===== config.mk =====
export PLATFORM = sky130hd
export DESIGN_NAME = pte_guard
export DESIGN_NICKNAME = d
export VERILOG_FILES = /design/src/rtl/pte_guard_pkg.sv /design/src/rtl/pte_guard_ctl.sv /design/src/rtl/pte_guard_priv.sv /design/src/rtl/pte_guard_perm.sv /design/src/rtl/pte_guard.sv
export SDC_FILE = /design/constraint.sdc
export NUM_CORES = 1
export LEC_CHECK = 0
export BUFFER_PORTS_ARGS = -buffer_cell sky130_fd_sc_hd__buf_2
export CELL_PAD_IN_SITES_DETAIL_PLACEMENT = 1
export CELL_PAD_IN_SITES_GLOBAL_PLACEMENT = 1
export CORE_MARGIN = 2
export CORE_UTILIZATION = 35
export DETAILED_ROUTE_END_ITERATION = 6
export PLACE_DENSITY = 0.91
export SETUP_SLACK_MARGIN = 0.2
export SYNTH_ARGS = -nofsm -noshare
export SYNTH_HDL_FRONTEND = slang
export SYNTH_SLANG_ARGS = --single-unit

===== constraint.sdc =====
create_clock -name clk -period 2.9 [get_ports clk]
set_input_delay 0.58 -clock clk [delete_from_list [all_inputs] [get_ports clk]]
set_output_delay 0.58 -clock clk [all_outputs]
set_load 0.02 [all_outputs]

===== src/rtl/pte_guard_pkg.sv =====
package pte_guard_pkg;

  localparam int MODE_W = 4;
  localparam logic [MODE_W-1:0] MODE_BARE = 4'd0;
  localparam logic [MODE_W-1:0] MODE_PG32 = 4'd1;
  localparam logic [MODE_W-1:0] MODE_PG39 = 4'd8;

  typedef enum logic [1:0] {
    PRIV_U   = 2'd0,
    PRIV_S   = 2'd1,
    PRIV_RSV = 2'd2,
    PRIV_M   = 2'd3
  } priv_e;

  typedef enum logic [1:0] {
    ACC_RD  = 2'd0,
    ACC_WR  = 2'd1,
    ACC_EX  = 2'd2,
    ACC_RSV = 2'd3
  } acc_e;

  // flag byte, bit 0 is valid
  typedef struct packed {
    logic d;
    logic a;
    logic g;
    logic u;
    logic x;
    logic w;
    logic r;
    logic v;
  } flags_t;

  // only bare and the 39-bit scheme are kept; the 32-bit one is refused
  function automatic logic mode_accepted(input logic [MODE_W-1:0] m);
    return (m == MODE_BARE) || (m == MODE_PG39);
  endfunction

  function automatic logic flags_malformed(input flags_t f);
    return !f.v || (f.w && !f.r);
  endfunction

  function automatic priv_e pick_priv(input logic fetch, input priv_e cur,
                                      input logic redirect, input priv_e prev);
    return (!fetch && redirect) ? prev : cur;
  endfunction

  // the flag demand of an access, ignoring the user bit
  function automatic logic kind_allowed(input acc_e a, input logic mxr, input flags_t f);
    logic ok;
    case (a)
      ACC_RD:  ok = f.r || (f.x && mxr);
      ACC_WR:  ok = f.w;
      ACC_EX:  ok = f.x;
      default: ok = 1'b0;
    endcase
    return ok;
  endfunction

  function automatic logic leaf_allows(input acc_e a, input priv_e p, input logic mxr,
                                       input logic sum, input flags_t f);
    logic base;
    logic ok;
    base = kind_allowed(a, mxr, f);
    case (p)
      PRIV_U:  ok = f.u && base;
      PRIV_S:  ok = f.u ? ((a != ACC_EX) && sum && base) : base;
      default: ok = 1'b0;
    endcase
    return ok;
  endfunction

endpackage


===== src/rtl/pte_guard_ctl.sv =====
module pte_guard_ctl
  import pte_guard_pkg::*;
#(
  parameter int SATP_W = 64
) (
  input  logic              clk,
  input  logic              rst_n,
  input  logic              wr_en,
  input  logic [SATP_W-1:0] wr_data,
  output logic [SATP_W-1:0] ctl_q,
  output logic              wr_taken
);
  localparam int MODE_LSB = SATP_W - MODE_W;

  logic [MODE_W-1:0] wr_mode;
  assign wr_mode  = wr_data[MODE_LSB +: MODE_W];
  assign wr_taken = wr_en && mode_accepted(wr_mode);

  always_ff @(posedge clk or negedge rst_n) begin
    if (!rst_n) ctl_q <= '0;
    else if (wr_taken) ctl_q <= wr_data;
  end
endmodule


===== src/rtl/pte_guard_priv.sv =====
module pte_guard_priv
  import pte_guard_pkg::*;
(
  input  logic              is_fetch,
  input  logic [1:0]        cur_priv,
  input  logic              mprv,
  input  logic [1:0]        mpp,
  input  logic [MODE_W-1:0] ctl_mode,
  output logic [1:0]        eff_priv,
  output logic              xlate_on
);
  priv_e ep;
  assign ep       = pick_priv(is_fetch, priv_e'(cur_priv), mprv, priv_e'(mpp));
  assign eff_priv = ep;
  assign xlate_on = (ep != PRIV_M) && (ctl_mode == MODE_PG39);
endmodule


===== src/rtl/pte_guard_perm.sv =====
module pte_guard_perm
  import pte_guard_pkg::*;
(
  input  logic [7:0] flags,
  input  logic [1:0] acc_type,
  input  logic [1:0] priv,
  input  logic       mxr,
  input  logic       sum,
  input  logic       xlate_on,
  output logic       leaf_ok,
  output logic       pte_invalid,
  output logic       perm_ok
);
  flags_t f;
  assign f           = flags_t'(flags);
  assign pte_invalid = flags_malformed(f);
  assign leaf_ok     = leaf_allows(acc_e'(acc_type), priv_e'(priv), mxr, sum, f);
  assign perm_ok     = xlate_on ? leaf_ok : 1'b1;
endmodule


===== src/rtl/pte_guard.sv =====
module pte_guard
  import pte_guard_pkg::*;
#(
  parameter int SATP_W = 64
) (
  input  logic              clk,
  input  logic              rst_n,
  input  logic              satp_wr_en,
  input  logic [SATP_W-1:0] satp_wr_data,
  output logic [SATP_W-1:0] satp_q,
  input  logic [7:0]        pte_flags,
  input  logic [1:0]        acc_type,
  input  logic              is_fetch,
  input  logic [1:0]        cur_priv,
  input  logic              mprv,
  input  logic [1:0]        mpp,
  input  logic              mxr,
  input  logic              sum,
  output logic [1:0]        eff_priv,
  output logic              xlate_on,
  output logic              pte_invalid,
  output logic              perm_ok
);
  localparam int MODE_LSB = SATP_W - MODE_W;

  logic              wr_taken;
  logic              leaf_ok;
  logic [MODE_W-1:0] ctl_mode;

  pte_guard_ctl #(.SATP_W(SATP_W)) u_ctl (
    .clk(clk), .rst_n(rst_n), .wr_en(satp_wr_en), .wr_data(satp_wr_data),
    .ctl_q(satp_q), .wr_taken(wr_taken)
  );

  assign ctl_mode = satp_q[MODE_LSB +: MODE_W];

  pte_guard_priv u_priv (
    .is_fetch(is_fetch), .cur_priv(cur_priv), .mprv(mprv), .mpp(mpp),
    .ctl_mode(ctl_mode), .eff_priv(eff_priv), .xlate_on(xlate_on)
  );

  pte_guard_perm u_perm (
    .flags(pte_flags), .acc_type(acc_type), .priv(eff_priv), .mxr(mxr), .sum(sum),
    .xlate_on(xlate_on), .leaf_ok(leaf_ok), .pte_invalid(pte_invalid), .perm_ok(perm_ok)
  );
endmodule


==> results.json <==
{
  "grt_pass1_wl_mm": 10.21,
  "powerDensity_nw_per_um2": 724.9,
  "clkPwrFrac_pct": 24.6,
  "fin_setup_tns_ns": 0,
  "via_per_inst": 4.487,
  "status": "finished clean",
  "detail_route.first_pass.iterations": 4,
  "netlist_instances": 153,
  "cp_max_fo": 3,
  "power_leakage_nw": 1.958,
  "dieArea_um2": 8676,
  "routed_wl_mm": 6.425,
  "grt_max_degree": 65,
  "dp_hpwl_mm": 4.874,
  "area_delta_synth_final_pct": 34.05,
  "drive_gt1_share_pct": 74.44,
  "min_period_over_period_pct": 81.40,
  "arrival_ns": 1.78,
  "path_class": "reg2out",
  "wire_per_inst_um": 15.48,
  "cp-start-kind": "register",
  "peakVddDrop_uv": 257.6,
  "fillerInstances": 845,
  "grt_overflow": 0,
  "synth_nets": 238,
  "final.setup_skew_ns": 0,
  "die_w_um": 93.15,
  "hold_class": "in2async",
  "die_y_um": 93.15,
  "clk_latency_ns": 0.32,
  "cts_tree": "built",
  "p_int_w": 0.001843,
  "grt_usage_pct": 15.44,
  "ctsLongestPathBuffers": 2,
  "p_comb_share_pct": 31.6,
  "postCtsSetupBuffers": 0,
  "netlist_area_um2": 2781,
  "sw_frac_of_total_pct": 31.81,
  "placementRows": 32,
  "drt_iter0_drc": 45,
  "core_um2": 7727,
  "period_needed_ns": 2.361,
  "antenna_found_initial": 0,
  "antenna_cells": 0,
  "ys_seq_elements": 64,
  "portBuffers": 150,
  "regMostFlops": "u_ctl.ctl_q",
  "maxCapViolations": 0,
  "drc": 0,
  "p_sw_w": 0.0008598,
  "crit_slowest_cell": "or4b_2",
  "most-common-layout-cells": "150 x buf_2, 64 x dfrtp_1, 51 x mux2_4",
  "cts-resized-gates": 0,
  "place.gp.congestion": 0.6795,
  "hold_viol": 0,
  "p_seq_share_pct": 43.9,
  "htreeDepth": 3,
  "clkTransAtPathRegs_ns": 0.07,
  "cts.sinks": 64,
  "worstPathCellList": "or4b_2 -> nor2_1 -> a2bb2oi_1 -> buf_2",
  "finalMaxSlewViolations": 0,
  "holdBufCountCts": 0,
  "seq_area_frac_synth_pct": 57.58,
  "rsz0062_at_grt": "false",
  "cts_root_buf": "clkbuf_8",
  "slew_headroom_pct": 55.97,
  "utilization_pct": 48.25,
  "grt_pass1_vias": 2094,
  "cpPeakStageDelay_ns": 0.72,
  "largest_reg_flops": 64,
  "via_count": 1862,
  "start_util_pct": 35.99,
  "synth_cell_types": 20,
  "end_kind": "output port",
  "syn_avg_cell_area_um2": 18.18,
  "yosys_warnings": 0,
  "tightest_slew_ns": 0.6604,
  "power_w": 0.002703,
  "layout_commonest_cell": "buf_2",
  "ant_nets": 0,
  "cp.required_ns": 2.32,
  "numCtsBuffers": 9,
  "finalNetCount": 394,
  "fmax_ghz": 0.4236,
  "setup_viol": 0,
  "reg_top3": "u_ctl.ctl_q: 64 flops",
  "io_pins": 154
}
## cells by family after synthesis
| family | share of synthesized area (%) |
|---|---|
| muxes | 32.75 |
| DFF | 57.58 |
| buffers and inverters | 5.128 |
| and+or+nand+nor | 2.924 |
| AOI/OAI and AO/OA | 1.619 |
## worst max-delay path: cells and delay by family, from the launching register on
family                 cells  cell delay, ns
and+or+nand+nor            2            0.84
buffers and inverters      1            0.16
DFF                        1            0.40
AOI/OAI and AO/OA          1            0.07
## layout make-up
type | count | area (µm²) | area share, %
tap | 102 | 127.6 | 3.423
timing repair buffer | 152 | 778.2 | 20.87
clock buffer | 12 | 155.1 | 4.161
sequential | 64 | 1602 | 42.95
clock inverter | 3 | 17.52 | 0.4698
multi-input combinational | 79 | 1037 | 27.82
inverter | 3 | 11.26 | 0.3020
## synthesized netlist by cell type
cell type,count,area (µm²)
nand2b_1,1,6.260
mux2_4,51,765.7
inv_1,3,11.26
buf_12,6,120.1
o32a_1,1,10.01
nor4b_4,1,23.77
buf_6,1,11.26
mux2i_1,1,10.01
dfrtp_1,64,1602
or4b_2,1,10.01
nor2b_1,2,12.51
o21ai_0,1,5.000
a21oi_1,1,5.000
mux2_2,12,135.1
a31o_2,1,8.760
and2b_1,1,7.510
a2bb2oi_1,1,8.760
nor2_1,2,7.510
nand2b_4,1,13.76
o21bai_1,1,7.510
## power by group through the flow
| stage | combinational, W | clock (W) | sequential [W] |
|---|---|---|---|
| global placement | 0.000842 | 0 | 0.00119 |
| detailed placement | 0.000869 | 0 | 0.00120 |
| finish | 0.000853 | 0.000664 | 0.00119 |
| floorplan | 0.000307 | 0 | 0.00143 |
| CTS | 0.000867 | 0.000693 | 0.00119 |
| global route | 0.000905 | 0.000734 | 0.00121 |
## per-layer routing
metal | global-route usage (%) | up-vias | wire length (µm)
met5 | 0 | - | 0
met4 | 6.618 | 0 | 83
met3 | 3.787 | 7 | 424
met2 | 28.02 | 80 | 3512
met1 | 17.14 | 929 | 2406
li1 | - | 846 | -
## per-stage QoR
step / hold slack (ns) / cells / setup WS (ns) / instance area, µm²
after floorplan: 0.2844 / 153 / 0.6441 / 2781
after global placement: 0.4867 / 400 / 0.6405 / 3556
after detailed placement: 0.4898 / 400 / 0.6138 / 3556
after CTS: 0.2833 / 415 / 0.5079 / 3729
after global routing: 0.3073 / 415 / 0.4741 / 3729
final: 0.2751 / 415 / 0.5394 / 3729
## worst paths after layout
check                                       from              end  slack (ns)  cells past startpoint
worst max-delay path             u_ctl.ctl_q[61]          perm_ok        0.54                      4
worst min-delay path                       rst_n  u_ctl.ctl_q[55]        0.28                      1
worst max register to register   u_ctl.ctl_q[55]  u_ctl.ctl_q[55]        2.11                      1
worst min register to register   u_ctl.ctl_q[52]  u_ctl.ctl_q[52]        0.51                      1
max in group asynchronous                  rst_n  u_ctl.ctl_q[53]        1.71                      2
min in group clk                satp_wr_data[50]  u_ctl.ctl_q[50]        0.48                      2
(Power assumes the default switching activity.)
